**config.mk**
```make
export PLATFORM = sky130hd
export DESIGN_NAME = simd_ctl_stat
export DESIGN_NICKNAME = d
export VERILOG_FILES = /design/src/rtl/simd_csr_pkg.sv /design/src/rtl/simd_csr_guard.sv /design/src/rtl/simd_csr_core.sv /design/src/rtl/simd_csr_trap.sv /design/src/rtl/simd_ctl_stat.sv
export SDC_FILE = /design/constraint.sdc
export NUM_CORES = 1
export LEC_CHECK = 0
export ABC_AREA = 1
export BUFFER_PORTS_ARGS = -buffer_cell sky130_fd_sc_hd__buf_4
export CAP_MARGIN = 20
export CORE_MARGIN = 2
export CORE_UTILIZATION = 43
export DETAILED_ROUTE_END_ITERATION = 16
export PLACE_DENSITY_LB_ADDON = 0.25
export SETUP_SLACK_MARGIN = 0.4
export SLEW_MARGIN = 10
export SYNTH_ARGS = -nofsm -noshare
export SYNTH_HDL_FRONTEND = slang
export SYNTH_HIERARCHICAL = 1
export SYNTH_SLANG_ARGS = --single-unit
```
**constraint.sdc**
```tcl
create_clock -name clk -period 2.6 [get_ports clk]
set_input_delay 0 -clock clk [delete_from_list [all_inputs] [get_ports clk]]
set_output_delay 0 -clock clk [all_outputs]
set_load 0.01 [all_outputs]
```
**src/rtl/simd_csr_pkg.sv**
```systemverilog
package simd_csr_pkg;
  localparam int CSR_W   = 32;
  localparam int NTYPE   = 6;
  localparam int FLAG_LO = 0;
  localparam int MASK_LO = 7;
  localparam int RC_LO   = 13;
  localparam int RC_W    = 2;
  localparam int FTZ_BIT = 15;
  localparam int UF_IDX  = 4;
  localparam logic [CSR_W-1:0] CSR_RESET = 32'h0000_1F80;

  // Bits that a load may write; everything else is reserved.
  function automatic logic [CSR_W-1:0] writable_bits();
    logic [CSR_W-1:0] m;
    m = '0;
    for (int i = 0; i < NTYPE; i++) begin
      m[FLAG_LO+i] = 1'b1;
      m[MASK_LO+i] = 1'b1;
    end
    for (int i = 0; i < RC_W; i++) m[RC_LO+i] = 1'b1;
    m[FTZ_BIT] = 1'b1;
    return m;
  endfunction

  function automatic logic reserved_hit(logic [CSR_W-1:0] w);
    return |(w & ~writable_bits());
  endfunction

  function automatic logic [NTYPE-1:0] unmasked(logic [NTYPE-1:0] ev,
                                                logic [NTYPE-1:0] masks);
    return ev & ~masks;
  endfunction
endpackage

```
**src/rtl/simd_csr_guard.sv**
```systemverilog
module simd_csr_guard
  import simd_csr_pkg::*;
(
  input  logic             ld_valid,
  input  logic [CSR_W-1:0] ld_word,
  output logic             ld_ok,
  output logic             ld_bad
);
  logic rsv_hit;
  assign rsv_hit = reserved_hit(ld_word);
  assign ld_ok   = ld_valid && !rsv_hit;
  assign ld_bad  = ld_valid &&  rsv_hit;
endmodule

```
**src/rtl/simd_csr_core.sv**
```systemverilog
module simd_csr_core
  import simd_csr_pkg::*;
(
  input  logic             clk,
  input  logic             rst_n,
  input  logic             ld_ok,
  input  logic [CSR_W-1:0] ld_word,
  input  logic             ev_valid,
  input  logic [NTYPE-1:0] ev_flags,
  output logic [CSR_W-1:0] csr_q,
  output logic [NTYPE-1:0] masks_nxt
);
  logic [CSR_W-1:0] base, nxt;

  always_comb begin
    base = ld_ok ? (ld_word & writable_bits()) : csr_q;
    nxt  = base;
    if (ev_valid) nxt[FLAG_LO +: NTYPE] = base[FLAG_LO +: NTYPE] | ev_flags;
  end

  assign masks_nxt = base[MASK_LO +: NTYPE];

  always_ff @(posedge clk) begin
    if (!rst_n) csr_q <= CSR_RESET;
    else        csr_q <= nxt;
  end

  // without an accepted load no flag may fall
  a_r4_sticky: assert property (@(posedge clk) disable iff (!rst_n)
    !ld_ok |=> ((csr_q[FLAG_LO +: NTYPE] & $past(csr_q[FLAG_LO +: NTYPE]))
                == $past(csr_q[FLAG_LO +: NTYPE])));
endmodule

```
**src/rtl/simd_csr_trap.sv**
```systemverilog
module simd_csr_trap
  import simd_csr_pkg::*;
(
  input  logic             clk,
  input  logic             rst_n,
  input  logic             ev_valid,
  input  logic [NTYPE-1:0] ev_flags,
  input  logic [NTYPE-1:0] masks_nxt,
  input  logic             ld_bad,
  output logic             trap_req,
  output logic [NTYPE-1:0] trap_cause,
  output logic             prot_fault
);
  logic [NTYPE-1:0] cause_now;
  assign cause_now = ev_valid ? unmasked(ev_flags, masks_nxt) : '0;

  always_ff @(posedge clk) begin
    if (!rst_n) begin
      trap_req   <= 1'b0;
      trap_cause <= '0;
      prot_fault <= 1'b0;
    end else begin
      trap_req   <= |cause_now;
      trap_cause <= cause_now;
      prot_fault <= ld_bad;
    end
  end

  a_r5_cause_nonzero: assert property (@(posedge clk) disable iff (!rst_n)
    trap_req |-> (trap_cause != '0));
  // a trap only follows a reported event, never a load alone
  a_r6_needs_event: assert property (@(posedge clk) disable iff (!rst_n)
    trap_req |-> $past(ev_valid));
endmodule

```
**src/rtl/simd_ctl_stat.sv**
```systemverilog
module simd_ctl_stat
  import simd_csr_pkg::*;
(
  input  logic             clk,
  input  logic             rst_n,
  input  logic             ld_valid,
  input  logic [CSR_W-1:0] ld_word,
  input  logic             ev_valid,
  input  logic [NTYPE-1:0] ev_flags,
  output logic [CSR_W-1:0] rd_word,
  output logic [RC_W-1:0]  round_mode,
  output logic             ftz_req,
  output logic             trap_req,
  output logic [NTYPE-1:0] trap_cause,
  output logic             prot_fault
);
  logic             ld_ok, ld_bad;
  logic [CSR_W-1:0] csr_q;
  logic [NTYPE-1:0] masks_nxt;

  simd_csr_guard u_guard (
    .ld_valid(ld_valid), .ld_word(ld_word), .ld_ok(ld_ok), .ld_bad(ld_bad));

  simd_csr_core u_core (
    .clk(clk), .rst_n(rst_n), .ld_ok(ld_ok), .ld_word(ld_word),
    .ev_valid(ev_valid), .ev_flags(ev_flags),
    .csr_q(csr_q), .masks_nxt(masks_nxt));

  simd_csr_trap u_trap (
    .clk(clk), .rst_n(rst_n), .ev_valid(ev_valid), .ev_flags(ev_flags),
    .masks_nxt(masks_nxt), .ld_bad(ld_bad),
    .trap_req(trap_req), .trap_cause(trap_cause), .prot_fault(prot_fault));

  assign rd_word    = csr_q;
  assign round_mode = csr_q[RC_LO +: RC_W];
  assign ftz_req    = csr_q[FTZ_BIT] && csr_q[MASK_LO+UF_IDX];

  a_r2_load_lands: assert property (@(posedge clk) disable iff (!rst_n)
    (ld_ok && !ev_valid) |=> (rd_word == $past(ld_word)));
  a_r3_fault_holds: assert property (@(posedge clk) disable iff (!rst_n)
    (ld_bad && !ev_valid) |=> (prot_fault && $stable(rd_word)));
  a_r9_ftz_needs_mask: assert property (@(posedge clk) disable iff (!rst_n)
    ftz_req |-> rd_word[MASK_LO+UF_IDX]);
endmodule

```
After elaboration in Yosys (flattened, before gate mapping)
Index checks and enable logic that the tools add are counted.
Storage, ports and cells
  bits in latches: 0
  register bits after elaboration: 23
  logic and storage cells: 17
  RAM bits: 0
  memories: 0
  bits in read-only memories: 0
  output and inout port bits: 43
Operators by class
  shift operators: 0
  $mul: 0
  bitwise operators: 3
  mux-type cells: 3
  divide/modulo/power cells: 0
  $add $sub $neg: 0
  $lt $le $gt $ge: 0
  equality and inequality tests: 0
  reduce and logical (&&, ||, !) cells: 6
Operator list (count)
  $reduce_or 17->1: 1
  $mux 13: 1
  $mux 6: 2
  $and 6x6->6: 1
  $not 6->6: 1
  $or 6x6->6: 1
  $reduce_or 6->1: 1
  $logic_and 1x1->1: 3
  $logic_not 1->1: 1

Depth between registers and ports, before layout
  depth in word-level cells: 8
  mapped depth: 14

Modules after synthesis
The synthesis kept the hierarchy.
By module, submodules not included
  simd_csr_core: instances 1, cells an instance 118, area an instance 798.3 µm²
  simd_csr_trap: instances 1, cells an instance 34, area an instance 266.5 µm²
  simd_csr_guard: instances 1, cells an instance 18, area an instance 72.6 µm²
  simd_ctl_stat: instances 1, cells an instance 4, area an instance 22.5 µm²

Worst setup path before layout
Ideal clock, no wire load.
  kind: input to register
  start point: input ld_word[16]
  end point: register u_trap.trap_req
  data required time: 2.479 ns
  slack: 1.203 ns
  path buffers: 2
  cell stages on the path: 13
  arrival: 1.276 ns
  path through: or2_1 > nor2_1 > nand3_1 > nor2_1 > buf_4 > nand2_1 > nand2_1 > buf_4 > inv_1 > nand3_1 > nand2_1 > nor2_1 > a21oi_1
On the way
  longest elaborated chain between the ends: 8
RTL lines
  from (decl): line simd_ctl_stat.sv:7  | input logic [CSR_W-1:0] ld_word,
  $reduce_or 17->1: line simd_csr_pkg.sv:26  | return |(w & ~writable_bits());
  $logic_not 1->1: line simd_csr_guard.sv:11  | assign ld_ok = ld_valid && !rsv_hit;
  $logic_and 1x1->1: line simd_csr_guard.sv:11
  via ld_ok: line simd_ctl_stat.sv:17  | logic ld_ok, ld_bad;
  $mux 13: line simd_csr_core.sv:16  | base = ld_ok ? (ld_word & writable_bits()) : csr_q;
  via u_core.nxt[9]: line simd_csr_core.sv:13  | logic [CSR_W-1:0] base, nxt;
  $not 6->6: line simd_csr_pkg.sv:31  | return ev & ~masks;
  $and 6x6->6: line simd_csr_pkg.sv:31
  $mux 6: line simd_csr_trap.sv:15  | assign cause_now = ev_valid ? unmasked(ev_flags, masks_nxt) : '0;
  $reduce_or 6->1: line simd_csr_trap.sv:23  | trap_req <= |cause_now;
  to (signal assigned): line simd_csr_trap.sv:23
  to (decl): line simd_csr_trap.sv:10  | output logic trap_req,
The timed path passes the listed nets, and every way through them passes these cells.
A chain may end at the register's enable or synchronous reset.

Worst setup path after layout
  start point: input ld_valid
  end point: register u_core.csr_q[5]
On the way
  longest elaborated chain between the ends: 4
RTL lines
  from (decl): line simd_ctl_stat.sv:6  | input logic ld_valid,
  $logic_and 1x1->1 (*): line simd_csr_guard.sv:11
  via ld_ok: line simd_ctl_stat.sv:17
  $mux 13 (*): line simd_csr_core.sv:16
  $or 6x6->6: line simd_csr_core.sv:18  | if (ev_valid) nxt[FLAG_LO +: NTYPE] = base[FLAG_LO +: NTYPE] | ev_flags;
  $mux 6 (*): line simd_csr_core.sv:18
  to (signal assigned): line simd_csr_core.sv:25  | else csr_q <= nxt;
  to (decl): line simd_csr_core.sv:10  | output logic [CSR_W-1:0] csr_q,
Mark *: on every way through the listed nets, which the timed path passes. The rest lies on a longest branch.

==> metrics.txt <==
status=complete, no violations; Pleak=1.04 nW; Tcrit/Tclk final=77.7%; multi-input logic area=484 sq um; first-pass GRT wire length=5550 microns; setup slack after layout=0.580 ns; Tmin final=2.02 ns; Hold WC Path Type=in2reg; Max VDD drop=0.306 mV; Top Metal Used=met4; final setup fails=0; Post-CTS Resized=0; layout cells sized above 1=27.0%; # diodes=0; reg2reg end=u_core/csr_q[5]$_SDFF_PN0_; Synth cell types=14; area share of the largest cell type after synthesis=39.7%; TritonCTS Sinks=23; Critical Path Source=ld_valid; width of the die=55.9 microns; CTS root buf=clkbuf_4; commonest cells in the netlist=nand2_1, nor2_1, buf_4; Worst R2R Start=u_core/csr_q[5]$_SDFF_PN0_; Critical Path Source Type=input port; CTS tree=done; Seq/Total Area, Yosys=39.7%; Post-synth EDFFs=0; Slowest-stage cell, CP=dlygate4sd3_1; required time of the worst setup path=2.84 ns; fill cell count=205; largest cells by area after synthesis=dfxtp_1, buf_4, nand2_1; M1 WL=1310 microns; Critical Path Max Stage Delay=0.55 ns; flop2flop setup slack=1.39 ns; Synth Flop Type=dfxtp_1; end point of the critical path=u_core/csr_q[5]$_SDFF_PN0_; synthesized instance count=174; pwr dens=351 nW/um^2; Final Slew Violations=0; cell with the most instances after synthesis=nand2_1; RSZ-0062 raised after global routing=false; Avg Inst Size Synth=6.67 sq um; H-tree depth=1; detail-routed via count per cell=4.28; Die Height=55.9 microns; Worst-Skew Late Latency=0.32 ns; register area=460 sq um; Iteration-0 DRC Markers=48; area grow syn2layout=64.9%; Critical path buffers and inverters=6; Crit path arrival time=2.26 ns; Final Hold Vio Count=0; Max FO, Critical Path=12; crit path kind=in2reg; antenna violations before repair=0; DR WL/cell=11.0 microns; worst-margin pin slew=0.679 ns; crit path capture type=register; Initial Utilization=46.0%; number of top-level pins=85; DRT Pass-1 Iters=4; IO buf count=67; metal2 WL=1750 microns; Post-synth ARST share=0%; Setup WS pre-CTS=0.744 ns; Synth area leader=dfxtp_1; post-DP HPWL=2100 microns; Remaining DRCs=0; max-cap check violation count=0; Reg clk slew, reported paths=0.14 ns; Final Skew=0.0152 ns; Yosys warning total=6; Fin Setup TNS=0 ns; Final ANT Viol Nets=0; mapped cell area=1160 sq um; hold path startpoint=ld_word[17]; GR Util All Layers=22.1%; Total Routed Length=3280 microns; clock buffer count from CTS=3; via count=1271; die footprint=3130 sq um; total gr overflow=0; sequence of cells on the critical path=dlygate4sd3_1, buf_4, inv_1, nor2_1, inv_2, nand2_1, nand3_1, nand2_1, dlygate4sd3_1, inv_1; Levels on crit path=10; fin nets=310; largest net degree at the start of global routing=14; wire length on met3=194 microns; R2R cell count=5; top cell family by delay on the critical path=buffers and inverters; number of global-route vias before repair=1267; Rel. slew slack=54.6%; register bit total from synthesis=23; total core area=2520 sq um; CTS Buffer Depth=2; RePlAce Congestion=0.780; Core Rows=18; max frequency=495 MHz
[where the power goes]
part	internal (mW)	leakage [nW]	total (mW)	switching, mW
registers	0.360	0.187	0.363	0.00329
clock network	0.0599	0.0150	0.172	0.112
logic	0.0818	0.836	0.137	0.0550
[worst register-to-register path: stages (launching register included)]
cell and delay (ns):
dfxtp_1 0.34, nand2_1 0.06, nand3_1 0.07, nand2_1 0.06
dlygate4sd3_1 0.55, inv_1 0.04
[per-layer routing]
layer  GRT usage [%]  vias up
li1                -      665
met1            25.7      561
met2            41.3       43
met3            3.95        2
met4            6.12        0
met5               0        -
[cell families (layout without fill, tap and decap cells)]
logic type / count (synthesis) / count (layout) / synth area share [%]
AOI/OAI and AO/OA: 4 / 4 / 1.73
buffers and inverters: 45 / 122 / 23.7
DFF: 23 / 23 / 39.7
other: 1 / 17 / 0.323
and+or+nand+nor: 101 / 101 / 34.5
[timing repair]
| action | 4_1_cts | 5_1_grt |
|---|---|---|
| buffers inserted | 0 | 0 |
| endpoints found under the hold margin | 22 | 1 |
| hold buffers | 32 | 1 |
[worst min path at each step]
stage	slack (ns)	cells after the start	end
finish	0.33	6	u_core/csr_q[15]$_SDFFE_PN0P_
global route	0.41	6	u_core/csr_q[15]$_SDFFE_PN0P_
CTS	0.001	3	u_trap/trap_cause[4]$_SDFF_PN0_
detailed placement	0.23	3	u_core/csr_q[13]$_SDFFE_PN0P_
global placement	0.23	3	u_core/csr_q[14]$_SDFFE_PN0P_
floorplan	0.09	2	u_trap/prot_fault$_SDFF_PN0_
[sequential cells by signal, indices dropped and copies added (netlist names)]
signal             count
u_core/csr_q          15
u_trap/trap_cause      6
u_trap/trap_req        1
u_trap/prot_fault      1
[per-stage QoR]
step	std cells	hold slack [ns]	utilization [%]	cell area (sq um)	power [mW]
finish	297	0.332	75.8	1910	0.672
CTS	296	0.00146	75.4	1900	0.667
global route	297	0.407	75.8	1910	0.706
detailed placement	260	0.235	61.7	1560	0.474
floorplan	190	0.0935	-	1220	0.428
global placement	260	0.231	61.7	1560	0.474
[area by class of cell]
| class | instances | share of cell area (%) |
|---|---|---|
| Clock buffer | 4 | 1.37 |
| Sequential cell | 23 | 24.1 |
| Multi-Input combinational cell | 122 | 25.3 |
| Tap cell | 30 | 1.96 |
| Inverter | 17 | 3.34 |
| Timing Repair Buffer | 101 | 44.0 |
[cell usage in the layout, fill, tap and decap left out]
master          n
clkbuf_4        3
o21ai_0         3
dfxtp_1        23
nand3_1        12
or2_1           1
dlygate4sd3_1  33
clkbuf_1        1
conb_1         17
nor3_1          3
a21oi_1         1
nor2_1         38
buf_4          68
inv_1          16
nand2_1        47
inv_2           1
Note: power is estimated with default switching activity, not from simulation.
